<file path="src/rtl/tick_timer_pkg.sv">
package tick_timer_pkg;
  localparam int unsigned OFF_CTRL = 'h0;
  localparam int unsigned OFF_LOAD = 'h4;
  localparam int unsigned OFF_CUR  = 'h8;
  localparam int unsigned OFF_CAL  = 'hC;

  localparam int unsigned BIT_EN   = 0;
  localparam int unsigned BIT_INT  = 1;
  localparam int unsigned BIT_SRC  = 2;
  localparam int unsigned BIT_FLAG = 16;

  typedef enum logic [2:0] {
    SEL_NONE,
    SEL_CTRL,
    SEL_LOAD,
    SEL_CUR,
    SEL_CAL
  } reg_sel_e;
endpackage

</file>
<file path="src/rtl/tick_timer_bus.sv">
module tick_timer_bus
  import tick_timer_pkg::*;
#(
  parameter int unsigned ADDR_W = 8,
  parameter int unsigned DATA_W = 32
) (
  input  logic              clk_i,
  input  logic              rst_ni,
  input  logic              req_valid_i,
  input  logic              req_write_i,
  input  logic              req_user_i,
  input  logic [ADDR_W-1:0] req_addr_i,
  input  logic [DATA_W-1:0] ctrl_rd_i,
  input  logic [DATA_W-1:0] load_rd_i,
  input  logic [DATA_W-1:0] cur_rd_i,
  input  logic [DATA_W-1:0] cal_rd_i,
  output reg_sel_e          sel_o,
  output logic              wr_o,
  output logic              rd_o,
  output logic              rsp_valid_o,
  output logic              rsp_err_o,
  output logic [DATA_W-1:0] rsp_rdata_o
);
  logic              ok;
  logic [DATA_W-1:0] rdata_d;

  always_comb begin
    if (req_addr_i == ADDR_W'(OFF_CTRL))      sel_o = SEL_CTRL;
    else if (req_addr_i == ADDR_W'(OFF_LOAD)) sel_o = SEL_LOAD;
    else if (req_addr_i == ADDR_W'(OFF_CUR))  sel_o = SEL_CUR;
    else if (req_addr_i == ADDR_W'(OFF_CAL))  sel_o = SEL_CAL;
    else                                      sel_o = SEL_NONE;
  end

  // unprivileged accesses are dropped here, so nothing downstream sees them
  assign ok   = req_valid_i && !req_user_i;
  assign wr_o = ok && req_write_i;
  assign rd_o = ok && !req_write_i;

  always_comb begin
    rdata_d = '0;
    if (rd_o) begin
      unique case (sel_o)
        SEL_CTRL: rdata_d = ctrl_rd_i;
        SEL_LOAD: rdata_d = load_rd_i;
        SEL_CUR:  rdata_d = cur_rd_i;
        SEL_CAL:  rdata_d = cal_rd_i;
        default:  rdata_d = '0;
      endcase
    end
  end

  always_ff @(posedge clk_i or negedge rst_ni) begin
    if (!rst_ni) begin
      rsp_valid_o <= 1'b0;
      rsp_err_o   <= 1'b0;
      rsp_rdata_o <= '0;
    end else begin
      rsp_valid_o <= req_valid_i;
      rsp_err_o   <= req_valid_i && req_user_i;
      rsp_rdata_o <= rdata_d;
    end
  end
endmodule

</file>
<file path="src/rtl/tick_timer_regs.sv">
module tick_timer_regs
  import tick_timer_pkg::*;
#(
  parameter int unsigned CNT_W  = 24,
  parameter int unsigned DATA_W = 32
) (
  input  logic              clk_i,
  input  logic              rst_ni,
  input  reg_sel_e          sel_i,
  input  logic              wr_i,
  input  logic              rd_i,
  input  logic [CNT_W-1:0]  wdata_i,
  input  logic              expire_i,
  output logic              en_o,
  output logic              int_o,
  output logic              src_o,
  output logic              flag_o,
  output logic [CNT_W-1:0]  reload_o,
  output logic              load_o,
  output logic              ctrl_wr_o,
  output logic              irq_o,
  output logic [DATA_W-1:0] ctrl_rd_o,
  output logic [DATA_W-1:0] load_rd_o
);
  logic en_q, int_q, src_q, flag_q, irq_q;
  logic [CNT_W-1:0] reload_q;
  logic ctrl_wr, load_wr, cur_wr, ctrl_rd;
  logic new_en, new_src;

  assign ctrl_wr = wr_i && (sel_i == SEL_CTRL);
  assign load_wr = wr_i && (sel_i == SEL_LOAD);
  assign cur_wr  = wr_i && (sel_i == SEL_CUR);
  assign ctrl_rd = rd_i && (sel_i == SEL_CTRL);
  assign new_en  = wdata_i[BIT_EN];
  assign new_src = wdata_i[BIT_SRC];

  // load on enable rise, on source change while running, or on restart write
  assign load_o = (ctrl_wr && new_en && (!en_q || (new_src != src_q)))
                || (cur_wr && en_q);

  always_ff @(posedge clk_i or negedge rst_ni) begin
    if (!rst_ni) begin
      en_q     <= 1'b0;
      int_q    <= 1'b0;
      src_q    <= 1'b0;
      flag_q   <= 1'b0;
      irq_q    <= 1'b0;
      reload_q <= '0;
    end else begin
      if (ctrl_wr) begin
        en_q  <= new_en;
        int_q <= wdata_i[BIT_INT];
        src_q <= new_src;
      end else if (expire_i && (reload_q == '0)) begin
        en_q <= 1'b0;
      end
      // a new expiry wins over a clearing access in the same cycle
      if (expire_i)                flag_q <= 1'b1;
      else if (ctrl_rd || cur_wr) flag_q <= 1'b0;
      irq_q <= expire_i && int_q;
      if (load_wr) reload_q <= wdata_i;
    end
  end

  always_comb begin
    ctrl_rd_o           = '0;
    ctrl_rd_o[BIT_EN]   = en_q;
    ctrl_rd_o[BIT_INT]  = int_q;
    ctrl_rd_o[BIT_SRC]  = src_q;
    ctrl_rd_o[BIT_FLAG] = flag_q;
  end

  assign load_rd_o = DATA_W'(reload_q);
  assign en_o      = en_q;
  assign int_o     = int_q;
  assign src_o     = src_q;
  assign flag_o    = flag_q;
  assign reload_o  = reload_q;
  assign ctrl_wr_o = ctrl_wr;
  assign irq_o     = irq_q;
endmodule

</file>
<file path="src/rtl/tick_timer_counter.sv">
module tick_timer_counter #(
  parameter int unsigned CNT_W = 24
) (
  input  logic             clk_i,
  input  logic             rst_ni,
  input  logic             en_i,
  input  logic             src_i,
  input  logic             ref_tick_i,
  input  logic             load_i,
  input  logic [CNT_W-1:0] reload_i,
  output logic             tick_o,
  output logic             expire_o,
  output logic [CNT_W-1:0] cur_o
);
  logic [CNT_W-1:0] cur_q, cur_d;

  assign tick_o = src_i ? 1'b1 : ref_tick_i;

  always_comb begin
    cur_d    = cur_q;
    expire_o = 1'b0;
    if (load_i) begin
      cur_d = reload_i;
    end else if (en_i && tick_o) begin
      if (cur_q == '0) begin
        // zero reload: counting from 0 is itself the single expiry
        if (reload_i == '0) expire_o = 1'b1;
        else                cur_d    = reload_i;
      end else if (cur_q == CNT_W'(1)) begin
        cur_d    = '0;
        expire_o = 1'b1;
      end else begin
        cur_d = cur_q - 1'b1;
      end
    end
  end

  always_ff @(posedge clk_i or negedge rst_ni) begin
    if (!rst_ni) cur_q <= '0;
    else         cur_q <= cur_d;
  end

  assign cur_o = cur_q;
endmodule

</file>
<file path="src/rtl/tick_timer.sv">
module tick_timer
  import tick_timer_pkg::*;
#(
  parameter int unsigned ADDR_W  = 8,
  parameter int unsigned DATA_W  = 32,
  parameter int unsigned CNT_W   = 24,
  parameter int unsigned CAL_VAL = 10000
) (
  input  logic              clk_i,
  input  logic              rst_ni,
  input  logic              ref_tick_i,
  input  logic              req_valid_i,
  input  logic              req_write_i,
  input  logic              req_user_i,
  input  logic [ADDR_W-1:0] req_addr_i,
  input  logic [DATA_W-1:0] req_wdata_i,
  output logic              rsp_valid_o,
  output logic [DATA_W-1:0] rsp_rdata_o,
  output logic              rsp_err_o,
  output logic              irq_o
);
  reg_sel_e          sel;
  logic              bus_wr, bus_rd;
  logic              ctrl_en, ctrl_int, ctrl_src, cnt_flag;
  logic              load_req, ctrl_wr, expire, tick_en;
  logic [CNT_W-1:0]  reload_val, cur_val;
  logic [DATA_W-1:0] ctrl_rd, load_rd, cur_rd, cal_rd;

  generate
    if (CNT_W < DATA_W) begin : g_wdata_hi
      logic unused_wdata_hi;
      assign unused_wdata_hi = ^req_wdata_i[DATA_W-1:CNT_W];
    end
  endgenerate

  assign cur_rd = ctrl_en ? DATA_W'(cur_val) : '0;
  assign cal_rd = DATA_W'(CAL_VAL);

  tick_timer_bus #(.ADDR_W(ADDR_W), .DATA_W(DATA_W)) bus_i (
    .clk_i       (clk_i),
    .rst_ni      (rst_ni),
    .req_valid_i (req_valid_i),
    .req_write_i (req_write_i),
    .req_user_i  (req_user_i),
    .req_addr_i  (req_addr_i),
    .ctrl_rd_i   (ctrl_rd),
    .load_rd_i   (load_rd),
    .cur_rd_i    (cur_rd),
    .cal_rd_i    (cal_rd),
    .sel_o       (sel),
    .wr_o        (bus_wr),
    .rd_o        (bus_rd),
    .rsp_valid_o (rsp_valid_o),
    .rsp_err_o   (rsp_err_o),
    .rsp_rdata_o (rsp_rdata_o)
  );

  tick_timer_regs #(.CNT_W(CNT_W), .DATA_W(DATA_W)) regs_i (
    .clk_i     (clk_i),
    .rst_ni    (rst_ni),
    .sel_i     (sel),
    .wr_i      (bus_wr),
    .rd_i      (bus_rd),
    .wdata_i   (req_wdata_i[CNT_W-1:0]),
    .expire_i  (expire),
    .en_o      (ctrl_en),
    .int_o     (ctrl_int),
    .src_o     (ctrl_src),
    .flag_o    (cnt_flag),
    .reload_o  (reload_val),
    .load_o    (load_req),
    .ctrl_wr_o (ctrl_wr),
    .irq_o     (irq_o),
    .ctrl_rd_o (ctrl_rd),
    .load_rd_o (load_rd)
  );

  tick_timer_counter #(.CNT_W(CNT_W)) cnt_i (
    .clk_i      (clk_i),
    .rst_ni     (rst_ni),
    .en_i       (ctrl_en),
    .src_i      (ctrl_src),
    .ref_tick_i (ref_tick_i),
    .load_i     (load_req),
    .reload_i   (reload_val),
    .tick_o     (tick_en),
    .expire_o   (expire),
    .cur_o      (cur_val)
  );
endmodule

</file>
<file path="config.mk">
export PLATFORM = sky130hd
export DESIGN_NAME = tick_timer
export DESIGN_NICKNAME = d
export VERILOG_FILES = /design/src/rtl/tick_timer_pkg.sv /design/src/rtl/tick_timer_bus.sv /design/src/rtl/tick_timer_regs.sv /design/src/rtl/tick_timer_counter.sv /design/src/rtl/tick_timer.sv
export SDC_FILE = /design/constraint.sdc
export NUM_CORES = 1
export LEC_CHECK = 0
export CAP_MARGIN = 20
export CORE_UTILIZATION = 30
export CTS_BUF_LIST = sky130_fd_sc_hd__clkbuf_8
export DETAILED_ROUTE_END_ITERATION = 12
export DONT_BUFFER_PORTS = 1
export SYNTH_ARGS = -nofsm -noshare
export SYNTH_HDL_FRONTEND = slang
export SYNTH_SLANG_ARGS = --single-unit
</file>
<file path="constraint.sdc">
create_clock -name clk_i -period 5.85 [get_ports clk_i]
set_clock_uncertainty 0.05 [all_clocks]
set_input_delay 0.2925 -clock clk_i [delete_from_list [all_inputs] [get_ports clk_i]]
set_output_delay 0.2925 -clock clk_i [all_outputs]
set_load 0.01 [all_outputs]
</file>
Word-level counts from Yosys, hierarchy flattened
Index checks and enable logic that the tools add are counted.
{"block": "op_classes", "muxes": 22, "n_reduce_logical": 27, "n_eq_ne": 10, "addsub": 1}
{"op": "two-way mux 24 bit", "count": 6}
{"op": "case mux 24 bit (4 select lines)", "count": 1}
{"op": "logical NOT 24 bit", "count": 2}
{"op": "two-way mux 32 bit", "count": 1}
{"op": "== test 24 x 1 -> 1 bit, second input constant", "count": 1}
{"op": "subtractor 24 x 1 -> 24 bit, second input constant", "count": 1}
{"op": "== test 8 x 4 -> 1 bit, second input constant", "count": 2}
{"op": "logical AND 1 bit", "count": 14}
{"op": "two-way mux 3 bit", "count": 4}
{"op": "two-way mux 1 bit", "count": 10}
{"op": "== test 8 x 3 -> 1 bit, second input constant", "count": 1}
{"op": "logical NOT 8 bit", "count": 1}
{"op": "== test 3 x 2 -> 1 bit, second input constant", "count": 2}
{"op": "nonzero test 2 bit", "count": 3}
{"op": "== test 3 x 1 -> 1 bit, second input constant", "count": 1}
{"op": "== test 3 bit, second input constant", "count": 1}
{"op": "logical NOT 1 bit", "count": 3}
{"op": "logical OR 1 bit", "count": 3}
{"op": "!= test 3 x 2 -> 1 bit, second input constant", "count": 1}
{"op": "AND reduction 2 bit", "count": 1}
{"op": "!= test 1 bit", "count": 1}
{"block": "word_totals", "input_bits": 46, "out_inout_bits": 35, "regBits": 87, "wordCells": 70}

Longest topological paths before layout
Gate-level depths: netlist of run 1.
{"block": "logic_depth", "word_depth": 14, "ltp_mapped": 8, "ltp_nobuf": 8}

Cells and area by module
Synthesis of run 1 repeated with hierarchy kept, for this count alone.
{"block": "unflattened", "hier_cells": 522, "hier_area_um2": 5884.4}
{"module": "tick_timer_bus", "instances": 1, "area_each_um2": 2050.7, "cells_per_inst": 127}
{"module": "tick_timer_counter", "instances": 1, "area_each_um2": 1851.8, "cells_per_inst": 220}
{"module": "tick_timer_regs", "instances": 1, "area_each_um2": 1779.2, "cells_per_inst": 147}
{"module": "tick_timer", "instances": 1, "area_each_um2": 202.7, "cells_per_inst": 28}

Worst setup path after synthesis of run 1
Ideal clock, no wire load.
{"block": "synth_timing", "path_type": "register to register", "start": "register cnt_i.cur_q[15], in the netlist cnt_i.cur_o[15]", "end": "register cnt_i.cur_q[17], in the netlist cnt_i.cur_o[17]", "path_stages_with_launch": 8, "t_arrival_ns": 2.571, "synth_period_minus_slack_ns": 2.742, "path_buffers": 2, "path_slack_ns": 3.108, "required_ns": 5.679, "cell_sequence": "dfrtp_1 -> or4_4 -> or4_1 -> clkbuf_2 -> or4_4 -> a21o_4 -> buf_6 -> a22o_1"}
{"block": "synth_via", "elab_chain_len": 5}
{"item": "start: declaration", "line": "tick_timer_counter.sv:15", "rtl": "logic [CNT_W-1:0] cur_q, cur_d;"}
{"item": "start signal: assignment", "line": "tick_timer_counter.sv:40", "rtl": "else cur_q <= cur_d;"}
{"item": "subtractor 24 x 1 -> 24 bit / == test 24 x 1 -> 1 bit (equally long branches)", "line": "tick_timer_counter.sv:33, tick_timer_counter.sv:29"}
{"item": "two-way mux 24 bit", "line": "tick_timer_counter.sv:29", "rtl": "end else if (cur_q == CNT_W'(1)) begin"}
{"item": "two-way mux 24 bit", "line": "tick_timer_counter.sv:25", "rtl": "if (cur_q == '0) begin"}
{"item": "two-way mux 24 bit", "line": "tick_timer_counter.sv:24", "rtl": "end else if (en_i && tick_o) begin"}
{"item": "two-way mux 24 bit", "line": "tick_timer_counter.sv:22", "rtl": "if (load_i) begin"}
Several ways; a longest one is shown, not always the timed one. The select of a mux whose other input is x is not followed.
A chain may end at the register's enable or synchronous reset.

Final worst setup path of run 1
{"block": "layout_timing", "start": "register cnt_i.cur_q[15], in the netlist cnt_i.cur_o[15]", "end": "register cnt_i.cur_q[15], in the netlist cnt_i.cur_o[15]"}
Same word-level chain as after synthesis.

==> results.json, run 1 <==
{
  "cts-buffers-inserted": 9,
  "hpwlAfterDp_um": 7390,
  "detail_route.wirelength.met1_um": 4530,
  "drt-wirelength-per-cell_um": 18.4,
  "outcome": "finished clean",
  "cell_internal_pwr_uw": 947,
  "final_net_count": 455,
  "dpl-instance-area_sq_um": 4150,
  "track_usage": 0.160,
  "worstPathRequired_ns": 6.09,
  "yosys.area_share.xor_xnor": 0.00434,
  "fp.dieArea_sq_um": 13900,
  "yosys_warning_total": 0,
  "synth-edff-count": 0,
  "synth.distinct_cells": 51,
  "total_leakage_power_uw": 0.00183,
  "synthMuxAreaShare": 0.0779,
  "wl_met3_um": 600,
  "synth-main-ff-cell": "sky130_fd_sc_hd__dfrtp_1",
  "ys_seq_area_frac": 0.490,
  "post_route_cells_drive_above_1_share": 0.139,
  "clockBufferDepth": 2,
  "holdBufCountCts": 6,
  "clock_power_share": 0.243,
  "drc": 0,
  "worstSkewPairLatency_ns": 0.37,
  "rsz0062_at_grt": "false",
  "initial_utilization": 0.313,
  "timing.critical_path.buf_inv": 1,
  "route.detailed.vias_per_inst": 5.64,
  "mappedNetlistArea_sq_um": 4030,
  "post_synth.cell_area_avg_sq_um": 9.86,
  "post_cts_buffers": 0,
  "design.portCount": 81,
  "maximum_number_of_pins_on_one_net_before_global_route_repair": 80,
  "synth_compound_gate_area_share": 0.190,
  "totalNegativeSetupSlack_ns": 0,
  "holdPathEnd": "regs_i.reload_o[13]",
  "r2r_start": "cnt_i.cur_o[15]",
  "worst_hold_path_type": "in -> reg",
  "reg2reg_to": "cnt_i.cur_o[15]",
  "worst-r2r-setup-slack_ns": 2.18,
  "routed_wire_length_on_met2_um": 5250,
  "global_route.overflow_total": 0,
  "htree_num_levels": 3,
  "die_w_um": 118,
  "postLayoutCellArea_sq_um": 4420,
  "wirelength_um": 10700,
  "timing.hold.worst_path_depth": 1,
  "finalHoldViolCount": 0,
  "timing.slew.headroom": 0.320,
  "total_inserted_antenna_cells": 0,
  "final_max_slew_viol_count": 0,
  "post_synth_fa_ha_maj_area_fraction": 0.00931,
  "setup_viol": 0,
  "synth-seq-cells": 79,
  "cp_cell_sequence": "or4_4, or4_1, or4_4, a21oi_1, buf_4, o21ai_0, o21ai_0",
  "synthSimpleGateAreaFrac": 0.177,
  "standard_cell_with_the_maximum_stage_delay_on_the_critical_path": "sky130_fd_sc_hd__a21oi_1",
  "cts_num_sinks": 79,
  "clkSlewWorstSetupHoldPaths_ns": 0.08,
  "power.switching_fraction": 0.377,
  "numPortBuffers": 0,
  "timing.hold.ws_ns": 0.0158,
  "synth_top_family_by_area": "compound AO/OA/AOI/OAI gates",
  "worst-endpoint-arrival_ns": 3.91,
  "final_weighted_congestion_in_routability_driven_placement": 0.860,
  "fp.dieH_um": 118,
  "core_area_sq_um": 12900,
  "period_needed_ns": 3.67,
  "power_switching_uw": 572,
  "path_max_fanout": 17,
  "p_per_area_nw_per_um2": 344,
  "grt_first_pass_wirelength_um": 17300,
  "achievable_clock_frequency_ghz": 0.273,
  "initialDrtViolationCount": 230,
  "critPathTopFamily": "simple AND/OR/NAND/NOR gates",
  "postCtsResizedCells": 0,
  "rr_worst_depth": 7,
  "core.rowCount": 41,
  "antenna_violations_before_repair": 0,
  "layout_worst_path_cycle_share": 0.627,
  "synth-async-reset-ratio": 1.00,
  "root_buffer": "sky130_fd_sc_hd__clkbuf_8",
  "worstMarginPinSlew_ns": 1.02,
  "cp_slowest_stage_delay_ns": 0.75,
  "peakVddDrop_uv": 109,
  "min_delay_src": "req_wdata_i[13]",
  "max_cap_violations": 0,
  "cts_tree": "built",
  "critPathLaunchType": "flip-flop",
  "syn2layout_area_growth_pct": 9.53,
  "route.top_layer_used": "met4",
  "p_seq_frac": 0.493,
  "critical_path.endpoint_type": "flip-flop",
  "criticalPathCategory": "reg -> reg",
  "postSynthCellCount": 409,
  "drt.antenna.violating_nets": 0,
  "firstDrtPassIters": 5,
  "via_count_of_the_first_global_routing_pass": 3271,
  "num_vias": 3289,
  "relative_contribution_of_combinational_cells_to_total_power": 0.265
}
worst register-to-register path: cells and delay by family, from the launching register on:
family,cells,cell delay [ns]
DFF,1,0.47
buffers and inverters,1,0.36
AOI/OAI and AO/OA,3,1.00
and+or+nand+nor,3,1.71
worst max path at each step:
stage                                from              end  slack (ns)  depth (start not counted)
after global placement    cnt_i.cur_o[15]  cnt_i.cur_o[15]        2.27                          7
after CTS                 cnt_i.cur_o[15]  cnt_i.cur_o[15]        2.18                          7
after global routing       cnt_i.cur_o[7]  cnt_i.cur_o[15]        1.82                          7
after floorplan           cnt_i.cur_o[15]  cnt_i.cur_o[17]        3.11                          7
after detailed placement  cnt_i.cur_o[15]  cnt_i.cur_o[15]        2.24                          7
final                     cnt_i.cur_o[15]  cnt_i.cur_o[15]        2.18                          7
logic make-up (layout without fill, tap and decap cells):
kind of cell	after synthesis	in the layout
compound gates	116	116
xor+xnor	2	2
fa+ha+maj	3	3
buf+inv	41	36
flops	79	79
mux	28	28
other cells	1	8
simple gates	139	139
layout make-up:
cell class | instances | area [sq um]
well taps | 172 | 215
clock inverters | 6 | 38.8
multi-input cells | 296 | 1890
fillers | 1311 | 8460
inverters | 8 | 30.0
repair buffers | 12 | 125
flip-flops and latches | 79 | 1980
clock buffers | 10 | 138
sequential cells by signal (all words and copies together), names as in the netlist:
signal	cells
cnt_i.cur_o	24
regs_i.src_o	1
bus_i.rsp_rdata_o	24
bus_i.rsp_err_o	1
bus_i.rsp_valid_o	1
regs_i.en_o	1
regs_i.reload_o	24
regs_i.flag_o	1
regs_i.irq_o	1
regs_i.int_o	1
placed cells by master, fill, tap and decap left out, drive strengths merged, types with 7 or more instances in the layout:
cell type / Yosys / routed
nand2: 17 / 17
dfrtp: 79 / 79
o21ai: 32 / 32
mux2: 27 / 27
or4: 7 / 7
clkbuf: 21 / 10
nor4: 20 / 20
nor3: 16 / 16
nor2: 52 / 52
inv: 8 / 10
a21oi: 26 / 26
a22oi: 19 / 19
o2bb2ai: 13 / 13
conb: 1 / 8
cells in the mapped netlist (all sizes together), types with 3 or more instances:
| cell | n | area [sq um] |
|---|---|---|
| a211oi | 3 | 22.5 |
| a21o | 3 | 30.0 |
| a21oi | 26 | 130 |
| a221oi | 5 | 43.8 |
| a22oi | 19 | 143 |
| buf | 12 | 95.1 |
| clkbuf | 21 | 80.1 |
| dfrtp | 79 | 1980 |
| ha | 3 | 37.5 |
| inv | 8 | 30.0 |
| mux2 | 27 | 304 |
| nand2 | 17 | 63.8 |
| nand4 | 5 | 31.3 |
| nor2 | 52 | 195 |
| nor3 | 16 | 80.1 |
| nor3b | 4 | 30.0 |
| nor4 | 20 | 131 |
| o21ai | 32 | 160 |
| o2bb2ai | 13 | 114 |
| o31ai | 3 | 22.5 |
| or3 | 6 | 37.5 |
| or4 | 7 | 60.1 |
per-layer routing:
| layer | vias to the layer above | track usage |
|---|---|---|
| met1 | 1646 | 0.195 |
| met5 | - | 0 |
| met3 | 29 | 0.0436 |
| met2 | 119 | 0.255 |
| li1 | 1495 | - |
| met4 | 0 | 0.0849 |
per-stage QoR:
step	instances	power (uW)	setup slack, ns	utilization
finish	583	1520	2.18	0.343
global route	583	1620	1.82	0.343
CTS	582	1520	2.18	0.342
detailed placement	560	1130	2.24	0.323
global placement	560	1120	2.27	0.323
floorplan	416	1030	3.11	-
power groups by stage:
stage	Combinational [uW]	Sequential [uW]	Clock (uW)
2_1_floorplan	320	714	0
3_3_place_gp	371	748	0
3_5_place_dp	379	754	0
4_1_cts	398	743	379
5_1_grt	458	761	404
6_report	402	748	368
Power figures use the tool's default switching activity.
==> run 2, diff against run 1 <==
- clock period: 5.85 -> 3.6 ns (I/O delays scaled with it)
==> results.json, run 2 (synthesized netlist as in run 1, its figures left out) <==
{
  "design.portCount": 81,
  "clockBufferDepth": 2,
  "min_delay_src": "req_addr_i[2]",
  "post_cts_buffers": 0,
  "cp_cell_sequence": "or4_4, or4_1, or4_4, a21oi_1, buf_4, o21ai_0, o21ai_0",
  "outcome": "finished clean",
  "worst_hold_path_type": "in -> reg",
  "drc": 0,
  "postCtsResizedCells": 0,
  "layout.core_utilization": 0.363,
  "p_per_area_nw_per_um2": 548,
  "rsz0062_at_grt": "false",
  "timing.hold.worst_path_depth": 2,
  "criticalPathCategory": "reg -> reg",
  "timing.slew.headroom": 0.424,
  "n_fill_cell": 1279,
  "fp.dieH_um": 118,
  "firstDrtPassIters": 5,
  "final_net_count": 480,
  "totalNegativeSetupSlack_ns": 0,
  "critPathLaunchType": "flip-flop",
  "setup_viol": 0,
  "numPortBuffers": 0,
  "drt.antenna.violating_nets": 0,
  "via_count_of_the_first_global_routing_pass": 3349,
  "initialDrtViolationCount": 380,
  "num_vias": 3364,
  "clkSlewWorstSetupHoldPaths_ns": 0.08,
  "grt_first_pass_wirelength_um": 17600,
  "critical_path.endpoint_type": "flip-flop",
  "max_cap_violations": 0,
  "timing.critical_path.buf_inv": 1,
  "cts_num_sinks": 79,
  "standard_cell_with_the_maximum_stage_delay_on_the_critical_path": "sky130_fd_sc_hd__or4_1",
  "finalHoldViolCount": 0,
  "antenna_violations_before_repair": 0,
  "power_switching_uw": 929,
  "fp.dieArea_sq_um": 13900,
  "layout_worst_path_cycle_share": 0.827,
  "worstMarginPinSlew_ns": 0.865,
  "reg2reg_to": "cnt_i.cur_o[16]",
  "worst-r2r-setup-slack_ns": 0.62,
  "period_needed_ns": 2.98,
  "clock_power_share": 0.260,
  "holdPathEnd": "bus_i.rsp_rdata_o[0]",
  "cp_slowest_stage_delay_ns": 0.63,
  "initial_utilization": 0.313,
  "hpwlAfterDp_um": 7310,
  "maximum_number_of_pins_on_one_net_before_global_route_repair": 80,
  "p_seq_frac": 0.474,
  "global_route.overflow_total": 0,
  "htree_num_levels": 3,
  "path_max_fanout": 17,
  "r2r_start": "cnt_i.cur_o[15]",
  "core_area_sq_um": 12900,
  "root_buffer": "sky130_fd_sc_hd__clkbuf_8",
  "cts_tree": "built",
  "drt-wirelength-per-cell_um": 17.5,
  "total_power_uw": 2560,
  "worstPathRequired_ns": 3.84,
  "worst-endpoint-arrival_ns": 3.22,
  "track_usage": 0.162,
  "final_common_cell": "sky130_fd_sc_hd__dfrtp_1",
  "most-common-layout-cells": "sky130_fd_sc_hd__dfrtp_1, sky130_fd_sc_hd__nor2_1, sky130_fd_sc_hd__o21ai_0, sky130_fd_sc_hd__mux2_2, sky130_fd_sc_hd__dlygate4sd3_1",
  "power.switching_fraction": 0.362,
  "final_weighted_congestion_in_routability_driven_placement": 0.827,
  "final_max_slew_viol_count": 0,
  "peakVddDrop_uv": 162,
  "cts-buffers-inserted": 9,
  "rr_worst_depth": 7,
  "syn2layout_area_growth_pct": 15.9,
  "total_leakage_power_uw": 0.00195,
  "achievable_clock_frequency_ghz": 0.336,
  "critPathTopFamily": "simple AND/OR/NAND/NOR gates",
  "total_inserted_antenna_cells": 0,
  "relative_contribution_of_combinational_cells_to_total_power": 0.266,
  "core.rowCount": 41,
  "register_area_sq_um": 1980,
  "post_route_cells_drive_above_1_share": 0.140,
  "cell_internal_pwr_uw": 1630,
  "route.detailed.vias_per_inst": 5.53,
  "multi_input_area_sq_um": 1890,
  "die_w_um": 118,
  "worstSkewPairLatency_ns": 0.37,
  "wirelength_um": 10600
}
[run 2: cell count changes in the layout (fill, tap and decap cells not counted)]
cell,change
sky130_fd_sc_hd__buf_4,+4
sky130_fd_sc_hd__clkinv_4,-1
sky130_fd_sc_hd__dlygate4sd3_1,+21
sky130_fd_sc_hd__clkinv_2,+1
sky130_fd_sc_hd__bufinv_16,+1
sky130_fd_sc_hd__o22ai_1,+1
sky130_fd_sc_hd__o22ai_2,-1
sky130_fd_sc_hd__inv_1,-1
[run 2: timing repair]
action | in CTS | in global routing
setup endpoints to repair | 0 | 0
endpoints found under the hold margin | 109 | 0
hold buffers | 28 | 0
[run 2: area by class of cell]
cell class	instances	area share
Clock inverter	6	0.0131
Multi-Input combinational cell	296	0.404
Inverter	8	0.00643
Clock buffer	10	0.0295
Tap cell	172	0.0461
Sequential cell	79	0.423
Timing Repair Buffer	37	0.0782
[run 2: worst max path at each step]
| stage | startpoint | end | cells after the start |
|---|---|---|---|
| finish | cnt_i.cur_o[15] | cnt_i.cur_o[16] | 7 |
| global route | cnt_i.cur_o[2] | cnt_i.cur_o[22] | 7 |
| CTS | cnt_i.cur_o[15] | cnt_i.cur_o[16] | 7 |
| detailed placement | cnt_i.cur_o[15] | cnt_i.cur_o[16] | 7 |
| global placement | cnt_i.cur_o[15] | cnt_i.cur_o[15] | 7 |
| floorplan | cnt_i.cur_o[15] | cnt_i.cur_o[17] | 7 |
[run 2: through the flow]
step / area, sq um / setup slack, ns / cells / hold slack (ns)
final: 4670 / 0.622 / 608 / 0.0224
after global placement: 4180 / 0.702 / 564 / -0.162
after global routing: 4670 / 0.455 / 608 / 0.0263
after detailed placement: 4180 / 0.682 / 564 / -0.163
after CTS: 4670 / 0.658 / 608 / 0.00262
after floorplan: 4060 / 0.858 / 416 / -0.166
[run 2: power by group through the flow]
stage               Combinational (uW)  Sequential [uW]  Clock, uW
floorplan                          519             1160          0
detailed placement                 628             1230          0
global placement                   613             1220          0
global route                       766             1240        733
CTS                                677             1210        690
finish                             682             1210        666
[run 2: routing by layer]
layer	part of all wire	global-route usage	vias to the layer above
met2	0.49	0.255	107
met4	0.028	0.0809	0
met5	0	0	-
met3	0.049	0.0334	24
met1	0.43	0.210	1678
li1	-	-	1555
[run 2: worst reg2reg max path: cells and delay by family (launching register included)]
family          cells  cell delay, ns
simple gates        3            1.70
buf+inv             1            0.26
compound gates      3            0.43
flops               1            0.46
